==> src/rtl/uart_irq_pkg.sv <==
package uart_irq_pkg;

    typedef enum logic [3:0] {
        IID_MODEM = 4'h0,
        IID_NONE  = 4'h1,
        IID_TXE   = 4'h2,
        IID_RXD   = 4'h4,
        IID_LINE  = 4'h6,
        IID_TMO   = 4'hC
    } iid_code_e;

    localparam int NUM_SRC  = 5;
    localparam int EN_RXD   = 0;
    localparam int EN_TXE   = 1;
    localparam int EN_LINE  = 2;
    localparam int EN_MODEM = 3;

    // Highest priority in the most significant position.
    typedef struct packed {
        logic line;
        logic tmo;
        logic rxd;
        logic txe;
        logic modem;
    } src_vec_t;

    function automatic iid_code_e code_of_bit(input int pos);
        case (pos)
            4:       return IID_LINE;
            3:       return IID_TMO;
            2:       return IID_RXD;
            1:       return IID_TXE;
            default: return IID_MODEM;
        endcase
    endfunction

endpackage

==> src/rtl/uart_irq_txe_track.sv <==
module uart_irq_txe_track (
    input  logic clk,
    input  logic rst,
    input  logic txe_en,
    input  logic tx_empty,
    input  logic thr_write,
    input  logic iid_read,
    input  logic shown_txe,
    output logic pend_nxt
);
    logic en_q, tx_q, pend_q;
    logic en_chg, tx_rise, clr_evt;

    assign en_chg  = txe_en != en_q;
    assign tx_rise = tx_empty && !tx_q;
    assign clr_evt = thr_write || (iid_read && shown_txe);

    always_comb begin
        pend_nxt = pend_q;
        if (en_chg)       pend_nxt = txe_en && tx_empty;
        else if (tx_rise) pend_nxt = 1'b1;
        else if (clr_evt) pend_nxt = 1'b0;
    end

    always_ff @(posedge clk) begin
        if (rst) begin
            en_q   <= 1'b0;
            tx_q   <= 1'b1;
            pend_q <= 1'b0;
        end else begin
            en_q   <= txe_en;
            tx_q   <= tx_empty;
            pend_q <= pend_nxt;
        end
    end

    p_rd_clear_r8: assert property (@(posedge clk) disable iff (rst)
        iid_read && shown_txe && !en_chg && !tx_rise |=> !pend_q);
    p_wr_clear_r9: assert property (@(posedge clk) disable iff (rst)
        thr_write && !en_chg && !tx_rise |=> !pend_q);
    p_rearm_r10: assert property (@(posedge clk) disable iff (rst)
        en_chg |=> pend_q == ($past(txe_en) && $past(tx_empty)));
    p_rise_set_r11: assert property (@(posedge clk) disable iff (rst)
        tx_rise && !en_chg |=> pend_q);
endmodule

==> src/rtl/uart_irq_src.sv <==
module uart_irq_src
    import uart_irq_pkg::*;
#(
    parameter int CNT_W = 5
) (
    input  logic [3:0]       irq_en,
    input  logic [3:0]       line_err,
    input  logic             rx_ready,
    input  logic             fifo_on,
    input  logic [CNT_W-1:0] rx_count,
    input  logic [CNT_W-1:0] rx_trigger,
    input  logic             rx_timeout,
    input  logic             txe_pend,
    input  logic [3:0]       modem_delta,
    output src_vec_t         src
);
    logic at_level;
    assign at_level = !fifo_on || (rx_count >= rx_trigger);

    always_comb begin
        src.line  = irq_en[EN_LINE]  && (|line_err);
        src.tmo   = irq_en[EN_RXD]   && rx_timeout;
        src.rxd   = irq_en[EN_RXD]   && rx_ready && at_level;
        src.txe   = irq_en[EN_TXE]   && txe_pend;
        src.modem = irq_en[EN_MODEM] && (|modem_delta);
    end
endmodule

==> src/rtl/uart_irq_prio.sv <==
module uart_irq_prio
    import uart_irq_pkg::*;
(
    input  logic     clk,
    input  logic     rst,
    input  src_vec_t src,
    input  logic     fifo_on,
    output logic [7:0] iid_q,
    output logic     irq_q
);
    logic [NUM_SRC-1:0] bits;
    iid_code_e          code;

    assign bits = src;

    always_comb begin
        code = IID_NONE;
        for (int i = 0; i < NUM_SRC; i++) begin
            if (bits[i]) code = code_of_bit(i);
        end
    end

    always_ff @(posedge clk) begin
        if (rst) begin
            iid_q <= {4'h0, IID_NONE};
            irq_q <= 1'b0;
        end else begin
            iid_q <= {{2{fifo_on}}, 2'b00, code};
            irq_q <= code != IID_NONE;
        end
    end

    p_reset_r1: assert property (@(posedge clk)
        rst |=> (iid_q == 8'h01) && !irq_q);
    p_line_top_r2: assert property (@(posedge clk) disable iff (rst)
        src.line |=> iid_q[3:0] == 4'h6);
    p_fifo_bits_r6: assert property (@(posedge clk) disable iff (rst)
        1'b1 |=> iid_q[7:6] == {2{$past(fifo_on)}} && iid_q[5:4] == 2'b00);
    p_irq_code_r7: assert property (@(posedge clk) disable iff (rst)
        irq_q == (iid_q[3:0] != 4'h1));
endmodule

==> src/rtl/uart_irq_ident.sv <==
module uart_irq_ident
    import uart_irq_pkg::*;
#(
    parameter int CNT_W = 5
) (
    input  logic             clk,
    input  logic             rst,
    input  logic [3:0]       irq_en,
    input  logic [3:0]       line_err,
    input  logic             rx_ready,
    input  logic             fifo_on,
    input  logic [CNT_W-1:0] rx_count,
    input  logic [CNT_W-1:0] rx_trigger,
    input  logic             rx_timeout,
    input  logic             tx_empty,
    input  logic [3:0]       modem_delta,
    input  logic             thr_write,
    input  logic             iid_read,
    output logic [7:0]       iid,
    output logic             irq
);
    logic     pend_nxt;
    logic     shown_txe;
    src_vec_t src;

    assign shown_txe = iid[3:0] == IID_TXE;

    uart_irq_txe_track u_track (
        .clk       (clk),
        .rst       (rst),
        .txe_en    (irq_en[EN_TXE]),
        .tx_empty  (tx_empty),
        .thr_write (thr_write),
        .iid_read  (iid_read),
        .shown_txe (shown_txe),
        .pend_nxt  (pend_nxt)
    );

    uart_irq_src #(.CNT_W(CNT_W)) u_src (
        .irq_en      (irq_en),
        .line_err    (line_err),
        .rx_ready    (rx_ready),
        .fifo_on     (fifo_on),
        .rx_count    (rx_count),
        .rx_trigger  (rx_trigger),
        .rx_timeout  (rx_timeout),
        .txe_pend    (pend_nxt),
        .modem_delta (modem_delta),
        .src         (src)
    );

    uart_irq_prio u_prio (
        .clk     (clk),
        .rst     (rst),
        .src     (src),
        .fifo_on (fifo_on),
        .iid_q   (iid),
        .irq_q   (irq)
    );

    p_tmo_gate_r4: assert property (@(posedge clk) disable iff (rst)
        rx_timeout && irq_en[0] && !irq_en[2] |=> iid[3:0] == 4'hC);
endmodule

==> config.mk <==
export PLATFORM = sky130hd
export DESIGN_NAME = uart_irq_ident
export DESIGN_NICKNAME = d
export VERILOG_FILES = /design/src/rtl/uart_irq_pkg.sv /design/src/rtl/uart_irq_txe_track.sv /design/src/rtl/uart_irq_src.sv /design/src/rtl/uart_irq_prio.sv /design/src/rtl/uart_irq_ident.sv
export SDC_FILE = /design/constraint.sdc
export NUM_CORES = 1
export LEC_CHECK = 0
export ABC_AREA = 0
export BUFFER_PORTS_ARGS = -buffer_cell sky130_fd_sc_hd__buf_2
export CORE_ASPECT_RATIO = 0.9
export CORE_MARGIN = 4
export CORE_UTILIZATION = 34
export CTS_CLUSTER_DIAMETER = 80
export DETAILED_ROUTE_END_ITERATION = 6
export GPL_ROUTABILITY_DRIVEN = 0
export PLACE_DENSITY = 0.79
export SLEW_MARGIN = 10
export SYNTH_ARGS = -nofsm -noshare
export SYNTH_HDL_FRONTEND = slang
export SYNTH_HIERARCHICAL = 1
export SYNTH_SLANG_ARGS = --single-unit
==> constraint.sdc <==
create_clock -name clk -period 1.6 [get_ports clk]
set_clock_uncertainty 0.15 [all_clocks]
set_input_delay 0.16 -clock clk [delete_from_list [all_inputs] [get_ports clk]]
set_output_delay 0.16 -clock clk [all_outputs]
set_load 0.01 [all_outputs]
Word-level counts from Yosys, hierarchy flattened

Index checks and enable logic that the tools add are counted.

Order comparisons: 1
Equality and inequality tests: 3
Multiplexer cells: 8
Reductions and logical operators: 15

Operator list:

| operator             | count |
|---|---|
| $logic_and A1 B1 Y1  | 9 |
| $mux W4              | 2 |
| $reduce_or A4 Y1     | 2 |
| $ge A5 B5 Y1         | 1 |
| $eq A4 B2 Y1 const B | 1 |
| $mux W1              | 4 |
| $ne A4 B1 Y1 const B | 1 |
| $mux W3              | 1 |
| $logic_not A1 Y1     | 2 |
| $logic_or A1 B1 Y1   | 2 |
| $mux W2              | 1 |
| $ne A1 B1 Y1         | 1 |

Flip-flop bits (word level): 11
Bits of input ports: 30
Word-level logic and storage cells: 33

Logic depth before layout (Yosys ltp)

Gate-level depths: netlist of run 1.

Word-level depth: 12
Mapped depth: 7

Modules after synthesis

The synthesis of run 1 kept the hierarchy.

By module, submodules not included:

| module             | times used | cells each | area each (sq um) |
|---|---|---|---|
| uart_irq_prio      | 1          | 20         | 202.7 |
| uart_irq_src       | 1          | 22         | 163.9 |
| uart_irq_txe_track | 1          | 14         | 132.6 |
| uart_irq_ident     | 1          | 1          | 15.0 |

Least setup slack after synthesis of run 1

No wires, ideal clock.

Path kind: flip-flop to flip-flop
Start: register u_prio.iid_q[0]
End: register u_prio.irq_q
Arrival time: 1.297 ns
Path slack: 0.021 ns
Stages on the path, launching flop included: 8
Path buffers: 0
Path through: dfxtp_1 nor4b_2 nand2_1 a311oi_2 a21oi_1 and2_1 nor2_1 a21oi_1

RTL lines:

| element                  | line                | RTL |
|---|---|---|
| start: declaration       | uart_irq_prio.sv:8  | `output logic [7:0] iid_q,` |
| start signal: assignment | uart_irq_prio.sv:25 | `iid_q <= {4'h0, IID_NONE};` |
| start signal: assignment | uart_irq_prio.sv:28 | `iid_q <= {{2{fifo_on}}, 2'b00, code};` |
| end signal: assignment   | uart_irq_prio.sv:26 | `irq_q <= 1'b0;` |
| end signal: assignment   | uart_irq_prio.sv:29 | `irq_q <= code != IID_NONE;` |
| end: declaration         | uart_irq_prio.sv:9  | `output logic irq_q` |

==> flow_summary.json, run 1 <==
{
  "cts_setup_buffers": 0,
  "worst_setup_path_start_kind": "flop",
  "synth-seq-cells": 9,
  "setup.worst_path.class": "reg -> reg",
  "powerDensity_nw_per_um2": 723,
  "path_clk_slew_ns": 0.06,
  "cts.sinks": 9,
  "root_buffer": "clkbuf_4",
  "ir_worst_vdd_uv": 243,
  "wl_per_cell_um": 11.1,
  "num_vias": 549,
  "setup_viol_count_final": 3,
  "port_buffers": 36,
  "power_mw": 0.551,
  "yosys.area.top_type": "dfxtp_1",
  "core_sq_um": 1430,
  "drc": 0,
  "antenna_cells": 0,
  "cts_buffers": 3,
  "via_per_inst": 4.82,
  "first_pass_iters": 4,
  "initial_utilization": 0.359,
  "cap_viol_max_count": 0,
  "arrival_ns": 1.68,
  "final_util": 0.532,
  "setup_slack_ns": -0.0788,
  "grt_setup_unrepaired": "true",
  "reg2reg_slack_ns": -0.08,
  "hold_viol_final": 0,
  "drive_gt1_frac": 0.475,
  "ys_seq_area_frac": 0.350,
  "grt_pass1_wl_um": 2010,
  "preCtsSetupSlack_ns": -0.111,
  "synth_ff_type": "dfxtp_1",
  "holdCritPathClass": "in -> reg",
  "io_pins": 39,
  "postRouteAntennaNets": 0,
  "status": "complete, but fails checks",
  "synth_area_per_cell_sq_um": 9.02,
  "cellLeakagePower_nw": 0.415,
  "tritoncts": "yes",
  "die_y_um": 44.9,
  "synth_top_area_frac": 0.350,
  "antenna_found_initial": 0,
  "syn_inst": 57,
  "fp.dieW_um": 49.0,
  "finalCritPeriodShare": 1.05,
  "cp_max_fo": 2,
  "synth_edf_count": 0,
  "end_kind": "flop",
  "rows": 13,
  "period_needed_ns": 1.68,
  "ys_warn_count": 6,
  "worstPathRequired_ns": 1.60,
  "drt_wl_total_um": 1260,
  "violations": "setup timing",
  "grt_max_degree": 10,
  "syn_area_sq_um": 514,
  "clk-insertion-delay-late_ns": 0.26,
  "dieArea_sq_um": 2200,
  "clock.fmax_mhz": 596,
  "hold_slack_ns": 0.0295,
  "cts_buffer_depth": 2,
  "synthArstFlopShare": 0,
  "drt_iter0_markers": 17,
  "ys_types": 24,
  "syn_to_final_growth_pct": 48.2,
  "synthTopCellsByArea": "dfxtp_1, ha_1, inv_1, buf_4, o41a_1",
  "nets": 135,
  "globalRoute.totalOverflow": 0,
  "track_usage": 0.122,
  "finalMaxSlewViolations": 0,
  "first_global_vias": 501,
  "htreeDepth": 1
}
through the flow:
step	TNS [ns]	instance area (sq um)	std cells
after floorplan	0	518	58
after global placement	-0.0882	709	108
after detailed placement	-0.223	709	108
after CTS	-0.0571	761	114
after global routing	-0.450	762	114
final	-0.144	762	114
flip-flops by register name, summed over array words and instances, names as in the netlist:
signal	flops
u_track/pend_q	1
u_track/tx_q	1
u_prio/irq_q	1
u_prio/iid_q	5
u_track/en_q	1
worst max-delay path, cell delays in order, from the launching register on:
cell	delay (ns)
dfxtp_2	0.32
nor4b_2	0.26
nand2_1	0.09
a311oi_2	0.31
a21oi_1	0.07
and2_4	0.15
or3b_1	0.16
a21oi_1	0.06
where the power goes:
part | switching [mW] | internal [mW]
Sequential | 0.00618 | 0.239
Combinational | 0.0577 | 0.0736
Clock | 0.0789 | 0.0961
cell type report:
class                      count  area [sq um]
timing repair buffer          40           215
fill                         160           669
multi-input combinational     38           290
clock buffer                   4          26.3
tap                           15          18.8
sequential                     9           181
inverter                       8          30.0
cells by family after synthesis:
kind of cell,count (synthesis),synth area share
compound gates,12,0.185
flops,9,0.350
fa+ha+maj,5,0.122
simple gates,19,0.234
other cells,1,0.00729
buf+inv,11,0.102
cells in the mapped netlist (2+ instances only):
| library cell | count |
|---|---|
| nand2b_1 | 2 |
| nor2b_1 | 3 |
| and2_1 | 2 |
| a21oi_1 | 3 |
| o41a_1 | 2 |
| buf_4 | 3 |
| a211oi_1 | 2 |
| nand2_1 | 2 |
| nor2_1 | 3 |
| dfxtp_1 | 9 |
| ha_1 | 5 |
| inv_1 | 8 |
| a21o_1 | 2 |
cells in the final DEF, fill, tap and decap left out, drive strengths merged:
| cell | synthesis | final |
|---|---|---|
| or2 | 1 | 1 |
| conb | 1 | 2 |
| nand2 | 2 | 2 |
| a21oi | 3 | 3 |
| and2 | 2 | 2 |
| dlygate4sd3 | 0 | 2 |
| o22ai | 1 | 1 |
| ha | 5 | 5 |
| nand2b | 2 | 2 |
| a31oi | 1 | 1 |
| dfxtp | 9 | 9 |
| nand4 | 1 | 1 |
| nor4b | 1 | 1 |
| and3b | 1 | 1 |
| clkbuf | 0 | 4 |
| inv | 8 | 8 |
| a211oi | 2 | 2 |
| a311oi | 1 | 1 |
| nor2 | 3 | 3 |
| nor3b | 1 | 1 |
| o41a | 2 | 2 |
| a21o | 2 | 2 |
| or3b | 1 | 1 |
| nor3 | 1 | 1 |
| nor2b | 3 | 3 |
| buf | 3 | 38 |
per-layer routing:
| layer | wire (um) | share of wire | global-route usage | vias to the layer above |
|---|---|---|---|---|
| met5 | 0 | 0 | 0 | - |
| met4 | 13 | 0.010 | 0.0806 | 0 |
| met3 | 125 | 0.099 | 0.0429 | 4 |
| met2 | 625 | 0.50 | 0.206 | 29 |
| met1 | 496 | 0.39 | 0.131 | 236 |
| li1 | - | - | - | 280 |
path summary, 6_finish.rpt:
kind | depth (start not counted) | from | to
hold / removal | 2 | rst | u_track/en_q
hold reg to reg | 1 | u_track/en_q | u_track/pend_q
setup reg to reg | 7 | u_prio/iid_q[0] | u_prio/iid_q[1]
setup / recovery | 7 | u_prio/iid_q[0] | u_prio/iid_q[1]
timing repair:
item | 4_1_cts | 5_1_grt
endpoints found under the hold margin | 2 | 0
hold buffers | 2 | 0
gates resized for setup | 2 | 1
cloned | 0 | 0
pin swaps | 1 | 0
endpoints found under the setup margin | 3 | 3
(Power assumes the default switching activity.)
==> run 2: changes to the inputs <==
--- a/config.mk
+++ b/config.mk
@@ -14,6 +14,7 @@
 export DETAILED_ROUTE_END_ITERATION = 6
 export GPL_ROUTABILITY_DRIVEN = 0
 export PLACE_DENSITY = 0.79
+export SETUP_SLACK_MARGIN = 0.1
 export SLEW_MARGIN = 10
 export SYNTH_ARGS = -nofsm -noshare
 export SYNTH_HDL_FRONTEND = slang
==> run 2 against run 1 <==
  * The run still ends with setup timing left
  * Critical path depth is the same
  * Flip-flop and latch count is the same
  * Global-route usage shrank 1.7 points
  * Critical endpoint unchanged
  * Worst hold slack lost 0.0064 ns
  * Sequential share of layout area grew 0.24 points
  * Fmax shrank 0.60%
  * First-iteration DRC count shrank 82%
  * Total power shrank 2.2%
  * Cell area shrank 0.33%
  * Die area is the same
  * Sequential power is essentially flat
==> flow_summary.json, run 2 (same netlist as run 1, synthesis figures left out) <==
{
  "port_buffers": 36,
  "largest_reg_flops": 5,
  "setup_viol_count_final": 3,
  "dp.cells": 107,
  "worst_setup_path_start_kind": "flop",
  "worstPathRequired_ns": 1.59,
  "via_per_inst": 4.67,
  "rows": 13,
  "most-common-layout-cells": "buf_2, inv_1, dfxtp_1",
  "hold_viol_final": 0,
  "finalMaxSlewViolations": 0,
  "cts_setup_buffers": 0,
  "postRouteAntennaNets": 0,
  "power_mw": 0.539,
  "postLayoutCellArea_sq_um": 759,
  "violations": "setup timing",
  "period_needed_ns": 1.69,
  "cts.sinks": 9,
  "status": "complete, but fails checks",
  "clk-insertion-delay-late_ns": 0.25,
  "preCtsSetupSlack_ns": -0.120,
  "die_y_um": 44.9,
  "track_usage": 0.105,
  "syn_to_final_growth_pct": 47.7,
  "grt_pass1_wl_um": 1820,
  "drt_wl_total_um": 1100,
  "initial_utilization": 0.359,
  "drive_gt1_frac": 0.490,
  "htreeDepth": 1,
  "fill_cells": 149,
  "antenna_found_initial": 0,
  "first_pass_iters": 2,
  "clock.fmax_mhz": 592,
  "layout_commonest_cell": "buf_2",
  "path_clk_slew_ns": 0.06,
  "cts_buffers": 3,
  "cap_viol_max_count": 0,
  "cts_buffer_depth": 2,
  "io_pins": 39,
  "first_global_vias": 483,
  "nets": 134,
  "ir_worst_vdd_uv": 319,
  "end_kind": "flop",
  "dieArea_sq_um": 2200,
  "final_cells": 113,
  "globalRoute.totalOverflow": 0,
  "grt_max_degree": 10,
  "worstRegToRegCells": 7,
  "num_vias": 528,
  "wl_per_cell_um": 9.70,
  "powerDensity_nw_per_um2": 710,
  "core_sq_um": 1430,
  "drc": 0,
  "antenna_cells": 0,
  "placed_area_sq_um": 703,
  "finalCritPeriodShare": 1.06,
  "grt_setup_unrepaired": "true",
  "registers.top_by_ff_count": "u_prio/iid_q",
  "cp_slowest_stage_delay_ns": 0.32,
  "root_buffer": "clkbuf_4",
  "hold_path_depth": 2,
  "fp.dieW_um": 49.0,
  "cellLeakagePower_nw": 0.411,
  "cp_max_fo": 2,
  "tritoncts": "yes",
  "arrival_ns": 1.68,
  "dp_hpwl_um": 986,
  "setup_slack_ns": -0.0890,
  "holdCritPathClass": "in -> reg",
  "path_cells": "nor4b_2, nand2_1, a311oi_2, a21oi_1, and2_4, or3b_1, a21oi_2",
  "setup.worst_path.class": "reg -> reg",
  "slowest_stage": "dfxtp_2",
  "drt_iter0_markers": 3
}
run 2: final cells by class:
cell class / count / area [sq um] / area share
repair buffers: 39 / 208 / 0.273
flip-flops and latches: 9 / 183 / 0.241
well taps: 15 / 18.8 / 0.0247
clock buffers: 4 / 26.3 / 0.0346
inverters: 8 / 30.0 / 0.0395
multi-input cells: 38 / 294 / 0.387
run 2: routing by layer:
| metal | global-route usage | vias up | wire (um) |
|---|---|---|---|
| met3 | 0.0495 | 0 | 130 |
| met2 | 0.180 | 23 | 525 |
| met4 | 0.0323 | 0 | 0 |
| met5 | 0 | - | 0 |
| met1 | 0.118 | 231 | 441 |
| li1 | - | 274 | - |
run 2: through the flow:
step	utilization	setup TNS (ns)	hold slack, ns
floorplan	-	0	0.0767
global placement	0.491	-0.105	0.220
detailed placement	0.491	-0.252	0.231
CTS	0.524	-0.275	0.0219
global route	0.531	-0.487	0.0280
finish	0.531	-0.187	0.0231
run 2: critical path, delay by kind of cell (launching register included):
family,cells,cell delay [ns]
flip-flops,1,0.32
AO/OA/AOI/OAI,3,0.43
AND/OR/NAND/NOR,4,0.68
run 2: worst paths after layout:
check        slack, ns              end            start
max              -0.09  u_prio/iid_q[1]  u_prio/iid_q[2]
min               0.02  u_prio/iid_q[1]              rst
min reg2reg       0.33   u_track/pend_q     u_track/en_q
max reg2reg      -0.09  u_prio/iid_q[1]  u_prio/iid_q[2]
run 2: timing repair:
item | CTS | global route
hold buffers | 2 | 0
endpoints found under the hold margin | 2 | 0
resized for setup | 0 | 4
pin swaps | 2 | 3
endpoints found under the setup margin | 3 | 3
run 2: power breakdown:
group	switching (mW)	total [mW]	internal, mW	leakage [nW]
logic	0.0553	0.126	0.0708	0.320
registers	0.00613	0.245	0.239	0.0751
clock network	0.0720	0.168	0.0956	0.0150
total	0.133	0.539	0.406	0.411
==> run 3: changes to the inputs <==
--- a/config.mk
+++ b/config.mk
@@ -13,6 +13,7 @@
 export CTS_CLUSTER_DIAMETER = 80
 export DETAILED_ROUTE_END_ITERATION = 6
 export GPL_ROUTABILITY_DRIVEN = 0
+export HOLD_SLACK_MARGIN = 0.05
 export PLACE_DENSITY = 0.79
 export SETUP_SLACK_MARGIN = 0.1
 export SLEW_MARGIN = 10
==> constraint.sdc (replaced) <==
create_clock -name clk -period 1.6 [get_ports clk]
set_clock_uncertainty 0.15 [all_clocks]
set_input_delay 0.32 -clock clk [delete_from_list [all_inputs] [get_ports clk]]
set_output_delay 0.32 -clock clk [all_outputs]
set_load 0.01 [all_outputs]
==> run 3 against run 2 <==
  * The run still ends with setup timing left
  * Fmax increased by 0.20%
  * Wire length increased by 21%
  * Flip-flop and latch count unchanged
  * Count of clock-buffer cells in the layout unchanged
  * Combinational power increased by 13%
  * Worst hold slack improved by 0.098 ns
  * Critical path type unchanged
  * Largest cell class unchanged
==> flow_summary.json, run 3 (same netlist as run 1, synthesis figures left out) <==
{
  "worst_setup_path_start_kind": "flop",
  "arrival_ns": 1.69,
  "grt_setup_unrepaired": "true",
  "globalRoute.totalOverflow": 0,
  "setup.worst_path.class": "reg -> reg",
  "root_buffer": "clkbuf_4",
  "largest_reg_flops": 5,
  "end_kind": "flop",
  "dp_hpwl_um": 1010,
  "crit_family": "simple AND/OR/NAND/NOR gates",
  "registers.top_by_ff_count": "u_prio/iid_q",
  "clock.fmax_mhz": 593,
  "antenna_cells": 0,
  "initial_utilization": 0.359,
  "final_cells": 111,
  "drive_gt1_frac": 0.542,
  "port_buffers": 36,
  "via_per_inst": 4.73,
  "powerDensity_nw_per_um2": 699,
  "finalMaxSlewViolations": 0,
  "nets": 132,
  "track_usage": 0.128,
  "io_pins": 39,
  "hold_viol_final": 0,
  "rows": 13,
  "path_cells": "nor4b_4, nand2_1, a311oi_2, a21oi_1, and2_4, or3b_1, a21oi_2",
  "holdCritPathClass": "in -> reg",
  "setup_slack_ns": -0.0856,
  "preCtsSetupSlack_ns": -0.250,
  "grt_pass1_wl_um": 2230,
  "most-common-layout-cells": "buf_2, dfxtp_1, inv_1",
  "num_vias": 525,
  "grt_max_degree": 10,
  "drt_wl_total_um": 1320,
  "hold_slack_ns": 0.121,
  "slowest_stage": "dfxtp_1",
  "status": "complete, but fails checks",
  "cellLeakagePower_nw": 0.411,
  "tritoncts": "yes",
  "cap_viol_max_count": 0,
  "die_y_um": 44.9,
  "cp_max_fo": 2,
  "period_needed_ns": 1.69,
  "final.setup.tns_ns": -0.185,
  "violations": "setup timing",
  "first_global_vias": 541,
  "clk-insertion-delay-late_ns": 0.26,
  "syn_to_final_growth_pct": 55.7,
  "drt_iter0_markers": 4,
  "postRouteAntennaNets": 0,
  "cts_buffers": 3,
  "core_sq_um": 1430,
  "finalCritPeriodShare": 1.05,
  "critPathBufInv": 0,
  "path_clk_slew_ns": 0.06,
  "dp.cells": 106,
  "dieArea_sq_um": 2200,
  "ir_worst_vdd_uv": 453,
  "cts.sinks": 9,
  "wl_per_cell_um": 11.9,
  "setup_viol_count_final": 3,
  "power_mw": 0.560,
  "cp_slowest_stage_delay_ns": 0.34,
  "fp.dieW_um": 49.0,
  "antenna_found_initial": 0,
  "cts_hold_buf": 0,
  "drc": 0,
  "worstPathRequired_ns": 1.60,
  "cts_buffer_depth": 2,
  "htreeDepth": 1,
  "layout_commonest_cell": "buf_2",
  "first_pass_iters": 4
}
run 3: worst paths after layout:
kind / to / slack [ns] / cells after the start / from
max reg2reg: u_prio/iid_q[1] / -0.09 / 7 / u_prio/iid_q[3]
min: u_track/tx_q / 0.12 / 2 / tx_empty
max: u_prio/iid_q[1] / -0.09 / 7 / u_prio/iid_q[3]
min reg2reg: u_track/pend_q / 0.35 / 1 / u_track/en_q
run 3: worst register-to-register path, delay by kind of cell, from the launching register on:
family / cells / cell delay, ns
flip-flops: 1 / 0.34
AO/OA/AOI/OAI: 3 / 0.41
AND/OR/NAND/NOR: 4 / 0.68
run 3: what timing repair did:
action,CTS,global route
pin swaps,1,1
setup endpoints to repair,4,5
resized for setup,1,7
buffers inserted,1,0
run 3: final cells by class:
class / count / area [sq um]
fill: 126 / 631
multi-input combinational: 38 / 338
timing repair buffer: 37 / 194
sequential: 9 / 181
inverter: 8 / 42.5
clock buffer: 4 / 26.3
tap: 15 / 18.8
run 3: power breakdown:
| part | leakage [nW] | internal [mW] | switching, mW |
|---|---|---|---|
| combinational | 0.321 | 0.0782 | 0.0644 |
| clock | 0.0150 | 0.0957 | 0.0727 |
| sequential | 0.0752 | 0.239 | 0.00962 |
run 3: layer usage:
metal | up-vias | part of all wire | track usage | wire (um)
met1 | 229 | 0.36 | 0.132 | 480
li1 | 274 | - | - | -
met4 | 0 | 0 | 0.0161 | 0
met2 | 22 | 0.54 | 0.255 | 715
met3 | 0 | 0.095 | 0.0495 | 126
met5 | - | 0 | 0 | 0
run 3: through the flow:
step,util,instance area (sq um)
3_3_place_gp,0.516,738
5_1_grt,0.559,801
6_report,0.559,801
2_1_floorplan,-,562
4_1_cts,0.543,777
3_5_place_dp,0.516,738
